[config.mk]
export PLATFORM = sky130hd
export DESIGN_NAME = dram_cycle_decoder
export DESIGN_NICKNAME = d
export VERILOG_FILES = /design/src/rtl/dram_dec_pkg.sv /design/src/rtl/dram_strobe_sync.sv /design/src/rtl/dram_refresh_ctr.sv /design/src/rtl/dram_sref_timer.sv /design/src/rtl/dram_cell_array.sv /design/src/rtl/dram_cycle_decoder.sv
export SDC_FILE = /design/constraint.sdc
export NUM_CORES = 1
export LEC_CHECK = 0
export ABC_AREA = 1
export BUFFER_PORTS_ARGS = -buffer_cell sky130_fd_sc_hd__buf_2
export CORE_MARGIN = 5
export CORE_UTILIZATION = 35
export DETAILED_ROUTE_END_ITERATION = 8
export PLACE_DENSITY_LB_ADDON = 0.25
export SYNTH_ARGS = -nofsm -noshare
export SYNTH_HDL_FRONTEND = slang
export SYNTH_HIERARCHICAL = 1
export SYNTH_SLANG_ARGS = --single-unit
[constraint.sdc]
create_clock -name clk -period 3.25 [get_ports clk]
set_input_delay 0.1625 -clock clk [delete_from_list [all_inputs] [get_ports clk]]
set_output_delay 0.1625 -clock clk [all_outputs]
set_load 0.03 [all_outputs]
[src/rtl/dram_dec_pkg.sv]
package dram_dec_pkg;

    typedef enum logic [2:0] {
        CT_NONE     = 3'd0,
        CT_READ     = 3'd1,
        CT_EWRITE   = 3'd2,
        CT_LWRITE   = 3'd3,
        CT_RMW      = 3'd4,
        CT_RAS_ONLY = 3'd5,
        CT_CBR      = 3'd6,
        CT_SELF     = 3'd7
    } cyc_kind_e;

    typedef enum logic [2:0] {
        ST_IDLE,
        ST_ROW,
        ST_RD,
        ST_WR,
        ST_CASPRE,
        ST_CBR,
        ST_SELF
    } dec_state_e;

endpackage

[src/rtl/dram_strobe_sync.sv]
module dram_strobe_sync #(
    parameter int W = 8,
    parameter int STAGES = 2,
    parameter logic [W-1:0] RST_VAL = '0
) (
    input  logic         clk,
    input  logic         rst_n,
    input  logic [W-1:0] d,
    output logic [W-1:0] q
);

    logic [W-1:0] pipe [STAGES];

    always_ff @(posedge clk or negedge rst_n) begin
        if (!rst_n) begin
            for (int i = 0; i < STAGES; i++) begin
                pipe[i] <= RST_VAL;
            end
        end else begin
            pipe[0] <= d;
            for (int i = 1; i < STAGES; i++) begin
                pipe[i] <= pipe[i-1];
            end
        end
    end

    assign q = pipe[STAGES-1];

endmodule

[src/rtl/dram_refresh_ctr.sv]
module dram_refresh_ctr #(
    parameter int W = 4
) (
    input  logic         clk,
    input  logic         rst_n,
    input  logic         inc,
    output logic [W-1:0] count
);

    always_ff @(posedge clk or negedge rst_n) begin
        if (!rst_n) begin
            count <= '0;
        end else if (inc) begin
            count <= count + 1'b1;
        end
    end

endmodule

[src/rtl/dram_sref_timer.sv]
module dram_sref_timer #(
    parameter int LIMIT = 20000
) (
    input  logic clk,
    input  logic rst_n,
    input  logic en,
    output logic expired
);

    localparam int CW = $clog2(LIMIT + 1);
    localparam logic [CW-1:0] LAST = CW'(LIMIT - 1);

    logic [CW-1:0] cnt;

    always_ff @(posedge clk or negedge rst_n) begin
        if (!rst_n) begin
            cnt <= '0;
        end else if (!en) begin
            cnt <= '0;
        end else if (cnt != LAST) begin
            cnt <= cnt + 1'b1;
        end
    end

    assign expired = en && (cnt == LAST);

endmodule

[src/rtl/dram_cell_array.sv]
module dram_cell_array #(
    parameter int AW = 8,
    parameter int DW = 4
) (
    input  logic          clk,
    input  logic          we,
    input  logic [AW-1:0] waddr,
    input  logic [DW-1:0] wdata,
    input  logic [AW-1:0] raddr,
    output logic [DW-1:0] rdata
);

    localparam int DEPTH = 1 << AW;

    logic [DW-1:0] cells [DEPTH];

    always_ff @(posedge clk) begin
        if (we) begin
            cells[waddr] <= wdata;
        end
    end

    assign rdata = cells[raddr];

endmodule

[src/rtl/dram_cycle_decoder.sv]
module dram_cycle_decoder
    import dram_dec_pkg::*;
#(
    parameter int ROW_W       = 4,
    parameter int COL_W       = 4,
    parameter int DATA_W      = 4,
    parameter int SYNC_STAGES = 2,
    parameter int SREF_CYCLES = 20000,
    localparam int ADDR_W     = (ROW_W > COL_W) ? ROW_W : COL_W
) (
    input  logic              clk,
    input  logic              rst_n,
    input  logic              ras_n,
    input  logic              cas_n,
    input  logic              we_n,
    input  logic              oe_n,
    input  logic [ADDR_W-1:0] addr,
    input  logic [DATA_W-1:0] din,
    output logic [DATA_W-1:0] dout,
    output logic              dout_en,
    output logic              cyc_valid,
    output logic [2:0]        cyc_type,
    output logic              cyc_page,
    output logic [ROW_W-1:0]  refresh_count,
    output logic              sref_active
);

    localparam int SYNC_W = 4 + ADDR_W + DATA_W;
    localparam int CELL_W = ROW_W + COL_W;
    localparam logic [SYNC_W-1:0] SYNC_RST = {4'b1111, {(ADDR_W + DATA_W){1'b0}}};

    // synchronized inputs
    logic [SYNC_W-1:0] sync_q;
    logic              ras_q, cas_q, we_q, oe_q;
    logic [ADDR_W-1:0] addr_q;
    logic [DATA_W-1:0] din_q;

    dram_strobe_sync #(
        .W       (SYNC_W),
        .STAGES  (SYNC_STAGES),
        .RST_VAL (SYNC_RST)
    ) u_sync (
        .clk   (clk),
        .rst_n (rst_n),
        .d     ({ras_n, cas_n, we_n, oe_n, addr, din}),
        .q     (sync_q)
    );

    assign {ras_q, cas_q, we_q, oe_q, addr_q, din_q} = sync_q;

    // edge detection
    logic ras_p, cas_p, we_p;
    logic ras_fall, ras_rise, cas_fall, cas_rise, we_fall;

    always_ff @(posedge clk or negedge rst_n) begin
        if (!rst_n) begin
            ras_p <= 1'b1;
            cas_p <= 1'b1;
            we_p  <= 1'b1;
        end else begin
            ras_p <= ras_q;
            cas_p <= cas_q;
            we_p  <= we_q;
        end
    end

    assign ras_fall = ras_p & ~ras_q;
    assign ras_rise = ~ras_p & ras_q;
    assign cas_fall = cas_p & ~cas_q;
    assign cas_rise = ~cas_p & cas_q;
    assign we_fall  = we_p & ~we_q;

    // state machine
    dec_state_e state, state_n;
    logic       sref_expired;

    always_ff @(posedge clk or negedge rst_n) begin
        if (!rst_n) begin
            state <= ST_IDLE;
        end else begin
            state <= state_n;
        end
    end

    always_comb begin
        state_n = state;
        unique case (state)
            ST_IDLE: begin
                if (ras_fall) begin
                    state_n = cas_q ? ST_ROW : ST_CBR;
                end else if (cas_fall) begin
                    state_n = ST_CASPRE;
                end
            end
            ST_ROW: begin
                if (ras_rise) begin
                    state_n = cas_q ? ST_IDLE : ST_CASPRE;
                end else if (cas_fall) begin
                    state_n = we_q ? ST_RD : ST_WR;
                end
            end
            ST_RD: begin
                if (ras_rise) begin
                    state_n = cas_q ? ST_IDLE : ST_CASPRE;
                end else if (cas_rise) begin
                    state_n = ST_ROW;
                end else if (we_fall) begin
                    state_n = ST_WR;
                end
            end
            ST_WR: begin
                if (ras_rise) begin
                    state_n = cas_q ? ST_IDLE : ST_CASPRE;
                end else if (cas_rise) begin
                    state_n = ST_ROW;
                end
            end
            ST_CASPRE: begin
                if (ras_fall) begin
                    state_n = cas_q ? ST_ROW : ST_CBR;
                end else if (cas_rise) begin
                    state_n = ST_IDLE;
                end
            end
            ST_CBR: begin
                if (ras_rise) begin
                    state_n = cas_q ? ST_IDLE : ST_CASPRE;
                end else if (sref_expired) begin
                    state_n = ST_SELF;
                end
            end
            ST_SELF: begin
                if (ras_rise) begin
                    state_n = cas_q ? ST_IDLE : ST_CASPRE;
                end
            end
            default: state_n = ST_IDLE;
        endcase
    end

    // transition events
    logic row_open, col_rd, col_wr, late_wr, acc_end;
    logic ras_only, cbr_start, cbr_end, self_end;
    logic first_done;

    assign row_open  = (state == ST_IDLE || state == ST_CASPRE) && (state_n == ST_ROW);
    assign cbr_start = (state != ST_CBR) && (state_n == ST_CBR);
    assign col_rd    = (state == ST_ROW) && (state_n == ST_RD);
    assign col_wr    = (state == ST_ROW) && (state_n == ST_WR);
    assign late_wr   = (state == ST_RD) && (state_n == ST_WR);
    assign acc_end   = (state == ST_RD || state == ST_WR) &&
                       (state_n == ST_ROW || state_n == ST_IDLE || state_n == ST_CASPRE);
    assign ras_only  = (state == ST_ROW) && ras_rise && !first_done;
    assign cbr_end   = (state == ST_CBR) && ras_rise;
    assign self_end  = (state == ST_SELF) && ras_rise;

    // refresh counter and self-refresh timer
    dram_refresh_ctr #(
        .W (ROW_W)
    ) u_rctr (
        .clk   (clk),
        .rst_n (rst_n),
        .inc   (cbr_start),
        .count (refresh_count)
    );

    dram_sref_timer #(
        .LIMIT (SREF_CYCLES)
    ) u_stmr (
        .clk     (clk),
        .rst_n   (rst_n),
        .en      ((state == ST_CBR) && !ras_q && !cas_q),
        .expired (sref_expired)
    );

    // cell array
    logic [ROW_W-1:0]  row_reg;
    logic [COL_W-1:0]  col_reg;
    logic              arr_we;
    logic [CELL_W-1:0] arr_waddr, arr_raddr;
    logic [DATA_W-1:0] arr_rdata;

    assign arr_we    = col_wr || late_wr;
    assign arr_waddr = col_wr ? {row_reg, addr_q[COL_W-1:0]} : {row_reg, col_reg};
    assign arr_raddr = {row_reg, addr_q[COL_W-1:0]};

    dram_cell_array #(
        .AW (CELL_W),
        .DW (DATA_W)
    ) u_cells (
        .clk   (clk),
        .we    (arr_we),
        .waddr (arr_waddr),
        .wdata (din_q),
        .raddr (arr_raddr),
        .rdata (arr_rdata)
    );

    // outputs and datapath
    logic [DATA_W-1:0] dout_reg;
    logic              data_valid;
    logic              rmw_seen;
    logic              acc_page;
    cyc_kind_e         acc_kind;

    assign dout        = dout_reg;
    assign dout_en     = data_valid && !oe_q && we_q;
    assign sref_active = (state == ST_SELF);

    always_ff @(posedge clk or negedge rst_n) begin
        if (!rst_n) begin
            row_reg    <= '0;
            col_reg    <= '0;
            dout_reg   <= '0;
            data_valid <= 1'b0;
            first_done <= 1'b0;
            rmw_seen   <= 1'b0;
            acc_page   <= 1'b0;
            acc_kind   <= CT_NONE;
            cyc_valid  <= 1'b0;
            cyc_type   <= CT_NONE;
            cyc_page   <= 1'b0;
        end else begin
            cyc_valid <= 1'b0;
            if (row_open) begin
                row_reg    <= addr_q[ROW_W-1:0];
                first_done <= 1'b0;
            end
            if (col_rd || col_wr) begin
                col_reg    <= addr_q[COL_W-1:0];
                acc_page   <= first_done;
                first_done <= 1'b1;
            end
            if (col_rd) begin
                dout_reg   <= arr_rdata;
                data_valid <= 1'b1;
                acc_kind   <= CT_READ;
                rmw_seen   <= 1'b0;
            end
            if (col_wr) begin
                data_valid <= 1'b0;
                acc_kind   <= CT_EWRITE;
            end
            if ((state == ST_RD) && dout_en) begin
                rmw_seen <= 1'b1;
            end
            if (late_wr) begin
                acc_kind   <= rmw_seen ? CT_RMW : CT_LWRITE;
                data_valid <= 1'b0;
            end
            if (acc_end) begin
                cyc_valid <= 1'b1;
                cyc_type  <= acc_kind;
                cyc_page  <= acc_page;
            end
            if (ras_only) begin
                cyc_valid <= 1'b1;
                cyc_type  <= CT_RAS_ONLY;
                cyc_page  <= 1'b0;
            end
            if (cbr_end) begin
                cyc_valid <= 1'b1;
                cyc_type  <= CT_CBR;
                cyc_page  <= 1'b0;
            end
            if (self_end) begin
                cyc_valid <= 1'b1;
                cyc_type  <= CT_SELF;
                cyc_page  <= 1'b0;
            end
            if (we_fall) begin
                data_valid <= 1'b0;
            end
            if (ras_q && cas_q) begin
                data_valid <= 1'b0;
            end
        end
    end

endmodule

==> results_dict.tcl <==
set metrics [dict create \
    first_global_vias 30600 \
    chipWidth_microns 374 \
    pnr_worst_setup_slack_ns 0.102 \
    synth_area_leaders "edfxtp_1 (66%), nand3_1 (11%), nand2_1 (10%)" \
    count_of_buffers_from_port_buffering 28 \
    worstMarginPinSlew_ns 1.37 \
    timing.max_slew.rel_slack_pct 8.55 \
    top_usage_layer "met2" \
    fin_worst_skew_ns 0.0338 \
    timing_hold_violations_final 0 \
    totalPowerFinal_mw 33.0 \
    post-synth-top-area-fraction_pct 66.4 \
    avgRoutedWirePerCell_microns 20.2 \
    die_area_sq_um 140000 \
    post_synth_num_cell_types 33 \
    count_of_flip_flops_with_a_built_in_enable_after_synthesis 1024 \
    timing_worst_setup_path_type "flop to flop" \
    max_transition_viols_final 0 \
    worst_setup_path_end_kind "flop" \
    fin_util_pct 41.1 \
    cap_violations 0 \
    use_met1_pct 23.3 \
    tritoncts_clock_tree "built" \
    clk_path_buf_depth 3 \
    stdcell_count 6100 \
    irDropWorstVdd_mv 0.545 \
    synthesis_stage_register_bit_count 1097 \
    synth_ff_type "edfxtp_1" \
    vias 30900 \
    start_kind "flop" \
    dp_hpwl_mm 75.6 \
    htreeDepth 3 \
    detail_route.first_pass.iterations 7 \
    share_of_the_yosys_chip_area_belonging_to_registers_pct 70.4 \
    placement.setup.worst_slack_ns -0.112 \
    path_max_fanout 11 \
    synth_area_per_cell_sq_um 11.1 \
    period_share_pct 96.8 \
    cts.sinks 1097 \
    critPathArrivalTime_ns 3.54 \
    powerDensity_nw_per_um2 611 \
    rsz0062_at_grt "yes" \
    wl_mm 123 \
    largest_reg_flops 1024 \
    number_of_antenna_violations_at_the_first_check_in_global_routing 0 \
    num_antenna_cells 0 \
    wire_length_of_the_first_global_routing_pass_mm 186 \
    cts.clk_slew.worst_paths_ns 0.06 \
    layout-drive-gt1-share_pct 16.2 \
    largest-register "u_cells/cells" \
    grt_start_max_net_pins 137 \
    postSynthNetCount 4175 \
    die-height_microns 374 \
    netlist.top_cell.by_area "edfxtp_1" \
    hp-class "primary input to flop" \
    finalWeightedCongestion 0.871 \
    drt-vias-per-instance 5.06 \
    setup_total_negative_slack_ns 0 \
    number_of_cells_produced_by_synthesis 4158 \
    drc_errors 0 \
    tritoncts.num_buffers 110 \
    largest_registers "u_cells/cells x1024, u_stmr/cnt x15" \
    grt.overflow.total 0 \
    nNetsFinal 4269 \
    floorplan.rows 133 \
    grt.met2_usage_pct 28.9 \
    core_area_sq_um 131000 \
    setup_viol 0 \
    required_time_at_the_worst_slack_endpoint_ns 3.64 \
    detailedRoute.firstIterationViolations 2882 \
    floorplan.initialDensity_pct 35.2 \
    synthesis.area_sq_um 46300 \
    postSynth.asyncResetShare_pct 6.65 \
    use_met3_pct 2.55 \
    highest_count_cells_in_the_layout_ignoring_fill_and_taps "nand2_1 (1243), edfxtp_1 (1024), nand3_1 (1019), buf_4 (156), nor2_2 (138)" \
    clockRootBuffer "clkbuf_16" \
    ys.warnings.count 6 \
    antenna_violating_nets_post_route 0 \
    final_critical_path_time_including_i_o_delays_and_setup_ns 3.15 \
    track_usage_pct 17.2 \
    fmax_mhz 318 \
    boundary_pins 29 \
    worst_skew_pair.late_latency_ns 0.72 \
    status "finished, final reports clean" \
    cellLeakagePower_nw 19.0 \
    place_inst 5879 \
    layout_commonest_cell "nand2_1" \
    area.growth.synth_to_final_pct 16.7 \
]
cells by family (layout without fill, tap and decap cells):
group,Yosys count,in the layout,synth area share [%]
AND/OR/NAND/NOR,2662,2663,24.7
flip-flops,1097,1097,70.4
buffers and inverters,364,550,4.51
AO/OA/AOI/OAI,30,30,0.346
adder cells (fa/ha/maj),3,3,0.0811
XOR/XNOR,2,2,0.0378
what timing repair did:
item,4_1_cts,5_1_grt
buffers inserted,0,2
endpoints found under the setup margin,182,1024
resized for setup,35,306
hold buffers,13,0
pin swaps,0,10
cloned,0,1
endpoints found under the hold margin,74,0
layout make-up:
| class | instances | area [sq um] |
|---|---|---|
| clock inverters | 67 | 688 |
| inverters | 88 | 357 |
| clock buffers | 138 | 2900 |
| well taps | 1755 | 2200 |
| fillers | 12500 | 77400 |
| repair buffers | 257 | 2590 |
| multi-input cells | 2698 | 12700 |
| flip-flops and latches | 1097 | 32600 |
power by group:
part / switching (mW) / internal (mW)
combinational: 3.37 / 1.19
clock: 5.37 / 7.21
sequential: 0.265 / 15.6
worst max-delay path: stages, from the launching register on:
cell and delay (ns):
dfrtp_1 0.38, ha_2 0.20, nand2_1 0.09, nor3_2 0.04
nand4_1 0.09, nor2_2 0.07, buf_4 0.13, nand3_1 0.07
nand4_1 0.15, nor2_4 0.24, nand3_4 0.17, o21ai_2 0.22
inv_1 0.06, nor2_1 0.08, inv_1 0.11, nor2_1 0.15
nand2_1 0.14, buf_12 0.20, nor2_2 0.20
stage by stage:
step	hold WS [ns]	instance area [sq um]
2_1_floorplan	-0.133	46300
3_3_place_gp	0.268	49200
3_5_place_dp	0.269	49200
4_1_cts	0.0151	53000
5_1_grt	0.0671	54100
6_report	0.0802	54100
routing by layer:
layer | share of wire, % | routed length [microns]
met3 | 6.4 | 7890
met2 | 48 | 58600
met1 | 43 | 53600
met4 | 2.6 | 3170
met5 | 0 | 0
path summary, 6_finish.rpt:
| check | startpoint | to | slack, ns | depth (start not counted) |
|---|---|---|---|---|
| max reg2reg | u_stmr/cnt[0]$_DFFE_PN0P_ | u_cells/cells[4][1]$_DFFE_PP_ | 0.10 | 18 |
| min in group asynchronous | rst_n | u_stmr/cnt[1]$_DFFE_PN0P_ | 0.13 | 2 |
| min reg2reg | u_sync/pipe[17]$_DFF_PN0_ | u_sync/q[5]$_DFF_PN0_ | 0.35 | 0 |
| max in group asynchronous | rst_n | u_sync/q[6]$_DFF_PN0_ | 2.39 | 2 |
| min | din[2] | u_sync/pipe[14]$_DFF_PN0_ | 0.08 | 2 |
| max | u_stmr/cnt[0]$_DFFE_PN0P_ | u_cells/cells[4][1]$_DFFE_PP_ | 0.10 | 18 |
Yosys cell counts, types with 17 or more instances:
library cell	number
buf_4	32
clkbuf_1	54
dfrtp_1	62
buf_1	19
buf_6	59
nand3_1	1019
buf_2	111
nand2_1	1252
inv_1	77
nand4_1	17
edfxtp_1	1024
nor2_1	343
Power figures use the tool's default switching activity.
